### config.mk
export PLATFORM = sky130hd
export DESIGN_NAME = can_fault_irq_ctrl
export DESIGN_NICKNAME = d
export VERILOG_FILES = /design/src/rtl/can_fault_pkg.sv /design/src/rtl/fault_state_fsm.sv /design/src/rtl/cap_hold.sv /design/src/rtl/irq_flag_reg.sv /design/src/rtl/can_fault_irq_ctrl.sv
export SDC_FILE = /design/constraint.sdc
export NUM_CORES = 1
export LEC_CHECK = 0
export ABC_AREA = 1
export BUFFER_PORTS_ARGS = -buffer_cell sky130_fd_sc_hd__buf_2
export CAP_MARGIN = 10
export CORE_MARGIN = 2
export CORE_UTILIZATION = 49
export CTS_CLUSTER_DIAMETER = 40
export CTS_CLUSTER_SIZE = 16
export DETAILED_ROUTE_END_ITERATION = 7
export HOLD_SLACK_MARGIN = 0.1
export PLACE_DENSITY = 0.95
export SKIP_CTS_REPAIR_TIMING = 1
export SLEW_MARGIN = 5
export SYNTH_ARGS = -nofsm -noshare
export SYNTH_HDL_FRONTEND = slang
export SYNTH_SLANG_ARGS = --single-unit
### constraint.sdc
create_clock -name clk -period 3.6 [get_ports clk]
set_input_delay 0.72 -clock clk [delete_from_list [all_inputs] [get_ports clk]]
set_output_delay 0.72 -clock clk [all_outputs]
set_load 0.1 [all_outputs]
### src/rtl/can_fault_pkg.sv
package can_fault_pkg;
    typedef enum logic [1:0] {
        FC_ACTIVE  = 2'd0,
        FC_PASSIVE = 2'd1,
        FC_BUSOFF  = 2'd2
    } fc_state_e;

    typedef enum logic {
        CAP_ARMED = 1'b0,
        CAP_HELD  = 1'b1
    } cap_state_e;

    // flag positions shared by the flag and enable registers
    localparam int IRQ_BUSERR  = 7;
    localparam int IRQ_ARBLOST = 6;
    localparam int IRQ_PASSIVE = 5;
    localparam int IRQ_WARN    = 2;

    typedef struct packed {
        logic [1:0] kind;
        logic       rx_dir;
        logic [4:0] seg;
    } err_code_t;
endpackage

### src/rtl/fault_state_fsm.sv
module fault_state_fsm
    import can_fault_pkg::*;
#(
    parameter int CNT_W      = 8,
    parameter int PASSIVE_TH = 128
) (
    input  logic             clk,
    input  logic             rst_n,
    input  logic [CNT_W-1:0] tec,
    input  logic [CNT_W-1:0] rec,
    input  logic             busoff,
    output logic             passive_o,
    output logic             busoff_o,
    output logic             ep_toggle_o
);
    localparam logic [CNT_W-1:0] TH = CNT_W'(PASSIVE_TH);

    fc_state_e state, nxt;
    logic      over_th;

    assign over_th = (tec >= TH) || (rec >= TH);

    always_comb begin
        nxt = state;
        unique case (state)
            FC_ACTIVE:  if (busoff) nxt = FC_BUSOFF;          // GO_OFF
                        else if (over_th) nxt = FC_PASSIVE;   // GO_PASSIVE
            FC_PASSIVE: if (busoff) nxt = FC_BUSOFF;          // GO_OFF
                        else if (!over_th) nxt = FC_ACTIVE;   // RECOVER
            FC_BUSOFF:  if (!busoff) nxt = over_th ? FC_PASSIVE : FC_ACTIVE; // REJOIN
            default:    nxt = FC_ACTIVE;
        endcase
    end

    always_ff @(posedge clk or negedge rst_n) begin
        if (!rst_n) state <= FC_ACTIVE;
        else        state <= nxt;
    end

    always_comb begin
        passive_o   = (state == FC_PASSIVE);
        busoff_o    = (state == FC_BUSOFF);
        ep_toggle_o = ((state == FC_ACTIVE)  && (nxt == FC_PASSIVE)) ||
                      ((state == FC_PASSIVE) && (nxt == FC_ACTIVE));
    end
endmodule

### src/rtl/cap_hold.sv
module cap_hold
    import can_fault_pkg::*;
#(
    parameter int W = 8
) (
    input  logic         clk,
    input  logic         rst_n,
    input  logic         evt,
    input  logic [W-1:0] din,
    input  logic         rearm,
    output logic [W-1:0] dout,
    output logic         held_o
);
    cap_state_e state, nxt;

    always_comb begin
        nxt = state;
        unique case (state)
            CAP_ARMED: if (evt)   nxt = CAP_HELD;   // LATCH
            CAP_HELD:  if (rearm) nxt = CAP_ARMED;  // REARM
            default:   nxt = CAP_ARMED;
        endcase
    end

    always_ff @(posedge clk or negedge rst_n) begin
        if (!rst_n) state <= CAP_ARMED;
        else        state <= nxt;
    end

    always_ff @(posedge clk or negedge rst_n) begin
        if (!rst_n)                          dout <= '0;
        else if (state == CAP_ARMED && evt)  dout <= din;
    end

    assign held_o = (state == CAP_HELD);
endmodule

### src/rtl/irq_flag_reg.sv
module irq_flag_reg #(
    parameter int N = 8
) (
    input  logic         clk,
    input  logic         rst_n,
    input  logic [N-1:0] set_i,
    input  logic [N-1:0] en_i,
    input  logic         clr_i,
    output logic [N-1:0] flags_o
);
    always_ff @(posedge clk or negedge rst_n) begin
        if (!rst_n) flags_o <= '0;
        else        flags_o <= (clr_i ? '0 : flags_o) | (set_i & en_i);
    end
endmodule

### src/rtl/can_fault_irq_ctrl.sv
module can_fault_irq_ctrl
    import can_fault_pkg::*;
#(
    parameter int CNT_W      = 8,
    parameter int IRQ_W      = 8,
    parameter int WARN_RST   = 96,
    parameter int PASSIVE_TH = 128,
    parameter int POS_W      = 5
) (
    input  logic             clk,
    input  logic             rst_n,
    input  logic [CNT_W-1:0] tec_i,
    input  logic [CNT_W-1:0] rec_i,
    input  logic             busoff_i,
    input  logic             lim_we,
    input  logic [CNT_W-1:0] lim_wdata,
    input  logic             en_we,
    input  logic [IRQ_W-1:0] en_wdata,
    input  logic             irq_rd,
    input  logic             bus_err_evt,
    input  logic [1:0]       bus_err_type,
    input  logic             bus_err_dir,
    input  logic [4:0]       bus_err_seg,
    input  logic             arb_lost_evt,
    input  logic [POS_W-1:0] arb_lost_pos,
    output logic             err_stat_o,
    output logic             busoff_stat_o,
    output logic             err_passive_o,
    output logic [CNT_W-1:0] warn_lim_o,
    output logic [IRQ_W-1:0] irq_en_o,
    output logic [IRQ_W-1:0] irq_flags_o,
    output logic             irq_o,
    output logic [7:0]       ecc_o,
    output logic [POS_W-1:0] alc_o
);
    localparam logic [CNT_W-1:0] LIM_RST = CNT_W'(WARN_RST);

    logic             err_next, ep_toggle, warn_set;
    logic [IRQ_W-1:0] set_vec;
    err_code_t        code_in;
    logic             ecc_held, alc_held;

    always_ff @(posedge clk or negedge rst_n) begin
        if (!rst_n)      warn_lim_o <= LIM_RST;
        else if (lim_we) warn_lim_o <= lim_wdata;
    end

    always_ff @(posedge clk or negedge rst_n) begin
        if (!rst_n)     irq_en_o <= '0;
        else if (en_we) irq_en_o <= en_wdata;
    end

    assign err_next = (tec_i >= warn_lim_o) || (rec_i >= warn_lim_o);

    always_ff @(posedge clk or negedge rst_n) begin
        if (!rst_n) err_stat_o <= 1'b0;
        else        err_stat_o <= err_next;
    end

    fault_state_fsm #(.CNT_W(CNT_W), .PASSIVE_TH(PASSIVE_TH)) u_fsm (
        .clk(clk), .rst_n(rst_n), .tec(tec_i), .rec(rec_i), .busoff(busoff_i),
        .passive_o(err_passive_o), .busoff_o(busoff_stat_o), .ep_toggle_o(ep_toggle)
    );

    assign warn_set = (err_next != err_stat_o) || (busoff_i != busoff_stat_o);

    always_comb begin
        set_vec              = '0;
        set_vec[IRQ_BUSERR]  = bus_err_evt;
        set_vec[IRQ_ARBLOST] = arb_lost_evt;
        set_vec[IRQ_PASSIVE] = ep_toggle;
        set_vec[IRQ_WARN]    = warn_set;
    end

    irq_flag_reg #(.N(IRQ_W)) u_flags (
        .clk(clk), .rst_n(rst_n), .set_i(set_vec), .en_i(irq_en_o),
        .clr_i(irq_rd), .flags_o(irq_flags_o)
    );

    assign irq_o = |irq_flags_o;

    assign code_in = '{kind: bus_err_type, rx_dir: bus_err_dir, seg: bus_err_seg};

    cap_hold #(.W(8)) u_ecc (
        .clk(clk), .rst_n(rst_n), .evt(bus_err_evt), .din(code_in),
        .rearm(irq_rd), .dout(ecc_o), .held_o(ecc_held)
    );

    cap_hold #(.W(POS_W)) u_alc (
        .clk(clk), .rst_n(rst_n), .evt(arb_lost_evt), .din(arb_lost_pos),
        .rearm(irq_rd), .dout(alc_o), .held_o(alc_held)
    );
endmodule

==> impl_metrics.json <==
{
  "status": "finished clean",
  "worstPathMaxFanout": 4,
  "dieArea_sq_um": 4415,
  "grt_pass1_vias": 1526,
  "fin_worst_skew_ns": 0.006424,
  "p_leak_nw": 1.384,
  "crit_required_ns": 2.88,
  "r2r_slack_ns": 1.92,
  "path_clk_slew_ns": 0.07,
  "finalMaxSlewViolations": 0,
  "clock_sinks": 38,
  "setup-violations-final": 0,
  "port_buffers": 89,
  "design.portCount": 94,
  "synth_warnings": 0,
  "yosysTopAreaCell": "dfrtp_1",
  "synthTopCellsByArea": "dfrtp_1, ha_1, mux2_1",
  "drv_cap": 0,
  "drtIter0Drc": 53,
  "h-tree-depth": 2,
  "area_growth_pct": 32.48,
  "worstSkewPairLatency_ns": 0.28,
  "critPathLaunchType": "flip-flop",
  "p_per_area_nw_per_um2": 675.4,
  "clockBufferDepth": 2,
  "antenna_found_initial": 0,
  "timing_worst_setup_path_type": "flip-flop to primary output",
  "vias_per_cell": 4.726,
  "worst_pin_slew_ns": 0.8020,
  "grt_overflow": 0,
  "cp-end-kind": "primary output",
  "insertedDiodeCount": 0,
  "gp_congestion": 0.8356,
  "nets": 349,
  "post-route-period-util_pct": 57.47,
  "wl_microns": 4121,
  "synthDominantCellAreaShare_pct": 47.15,
  "hold_path_class": "flip-flop to flip-flop",
  "wl_per_cell_microns": 12.53,
  "synth-edff-count": 0,
  "dp_hpwl_microns": 3428,
  "track_usage_pct": 19.92,
  "fin_crit_ns": 2.069,
  "post-synth-top-count-cell": "nand2_1",
  "arrival_ns": 1.35,
  "synth-main-ff-cell": "dfrtp_1",
  "fp.coreArea_sq_um": 3716,
  "grt_max_degree": 39,
  "setup_tns_ns": 0,
  "synthCells": 187,
  "synth_common_cells": "nand2_1, dfrtp_1, inv_1",
  "ir_drop_v": 0.0004065,
  "first_pass_iters": 4,
  "hold_path_depth": 1,
  "fillers": 315,
  "synthDistinctLibCells": 27,
  "rows": 22,
  "drive_above_1_share_pct": 41.64,
  "detail-route-antenna-nets": 0,
  "rr_worst_depth": 12,
  "fp.dieW_microns": 66.45,
  "cts_tree": "built",
  "synth-seq-area-share_pct": 49.90,
  "drc": 0,
  "initial_core_util_pct": 51.41,
  "synth_area_per_cell_sq_um": 10.22,
  "cts_root_buffer": "clkbuf_8",
  "utilization_pct": 68.11,
  "hold_viol": 0,
  "num_vias": 1555,
  "synth.cell_area_sq_um": 1911,
  "cts_inserted_buffers": 5,
  "rsz0062_at_grt": "no",
  "synth_seq_cells": 38,
  "synthArstFlopShare_pct": 100.0,
  "power_mw": 1.710,
  "grt_pass1_wl_microns": 6534,
  "die_h_microns": 66.45,
  "clock.fmax_mhz": 483.3,
  "relSlewSlack_pct": 46.53
}
-- report_power, final --
part / switching [mW] / total [mW] / internal [mW]
registers: 0.0353 / 0.527 / 0.492
clock network: 0.143 / 0.439 / 0.296
logic: 0.612 / 0.744 / 0.132
total: 0.790 / 1.71 / 0.919
-- registers in the layout (all words and copies together) (netlist names) --
signal	flops
u_ecc.dout	8
u_flags.flags_o	4
u_alc.held_o	1
u_alc.dout	5
irq_en_o	8
err_stat_o	1
u_fsm.state	2
warn_lim_o	8
u_ecc.held_o	1
-- placed cells by master (no fill, tap or decap), types with 3 or more instances in the layout --
cell	synthesis	final
buf_2	1	89
clkbuf_8	0	6
conb_1	1	4
dfrtp_1	36	36
ha_1	16	16
inv_1	25	25
mux2_1	13	13
mux2_2	9	9
nand2_1	38	38
nand3_1	3	3
nand4_1	3	3
nor2_1	8	8
o21ai_0	11	11
-- metal layers --
metal,up-vias,share of wire [%],GRT usage [%]
li1,784,-,-
met1,721,39,21.10
met2,48,55,37.75
met3,2,4.4,5.622
met4,0,0.75,5.867
met5,-,0,0
-- stage by stage --
stage	cells	hold slack (ns)	cell area, sq um	worst slack (ns)
2_1_floorplan	190	0.4244	1922	1.035
3_3_place_gp	321	0.4678	2389	1.703
3_5_place_dp	321	0.4770	2389	1.654
4_1_cts	329	0.4931	2531	1.520
5_1_grt	329	0.4994	2531	1.423
6_report	329	0.4900	2531	1.531
-- critical path, stage by stage, from the launching register on --
cell and delay [ns]:
dfrtp_1 0.42, inv_2 0.08, nand2_1 0.10, inv_1 0.06, buf_2 0.41
-- cells by family (layout without fill, tap and decap cells) --
kind of cell    after synthesis  after routing  synth area share (%)
flops                        38             38                 49.90
buf+inv                      34            125                 7.531
fa+ha+maj                    16             16                 10.48
other cells                   1              4                0.1963
compound gates               17             17                 4.781
mux                          22             22                 12.97
simple gates                 58             58                 13.29
xor+xnor                      1              1                0.8516
-- cell type report --
type / instances / area (sq um) / share of cell area (%)
well taps: 48 / 60.06 / 2.373
inverters: 28 / 105.1 / 4.152
multi-input cells: 118 / 824.5 / 32.58
flip-flops and latches: 38 / 953.4 / 37.67
clock inverters: 2 / 60.06 / 2.373
clock buffers: 6 / 82.58 / 3.262
repair buffers: 89 / 445.4 / 17.60
-- worst paths after layout --
kind / to / startpoint
max: busoff_stat_o / u_fsm.state[0]$_DFF_PN0_
min: u_alc.dout[3]$_DFFE_PN0P_ / u_alc.dout[3]$_DFFE_PN0P_
max reg2reg: u_flags.flags_o[2]$_DFF_PN0_ / warn_lim_o[5]$_DFFE_PN1P_
min reg2reg: u_alc.dout[3]$_DFFE_PN0P_ / u_alc.dout[3]$_DFFE_PN0P_
max in group asynchronous: warn_lim_o[2]$_DFFE_PN0P_ / rst_n
min in group asynchronous: u_ecc.dout[3]$_DFFE_PN0P_ / rst_n
No activity file was read; power rests on OpenSTA's default activity.
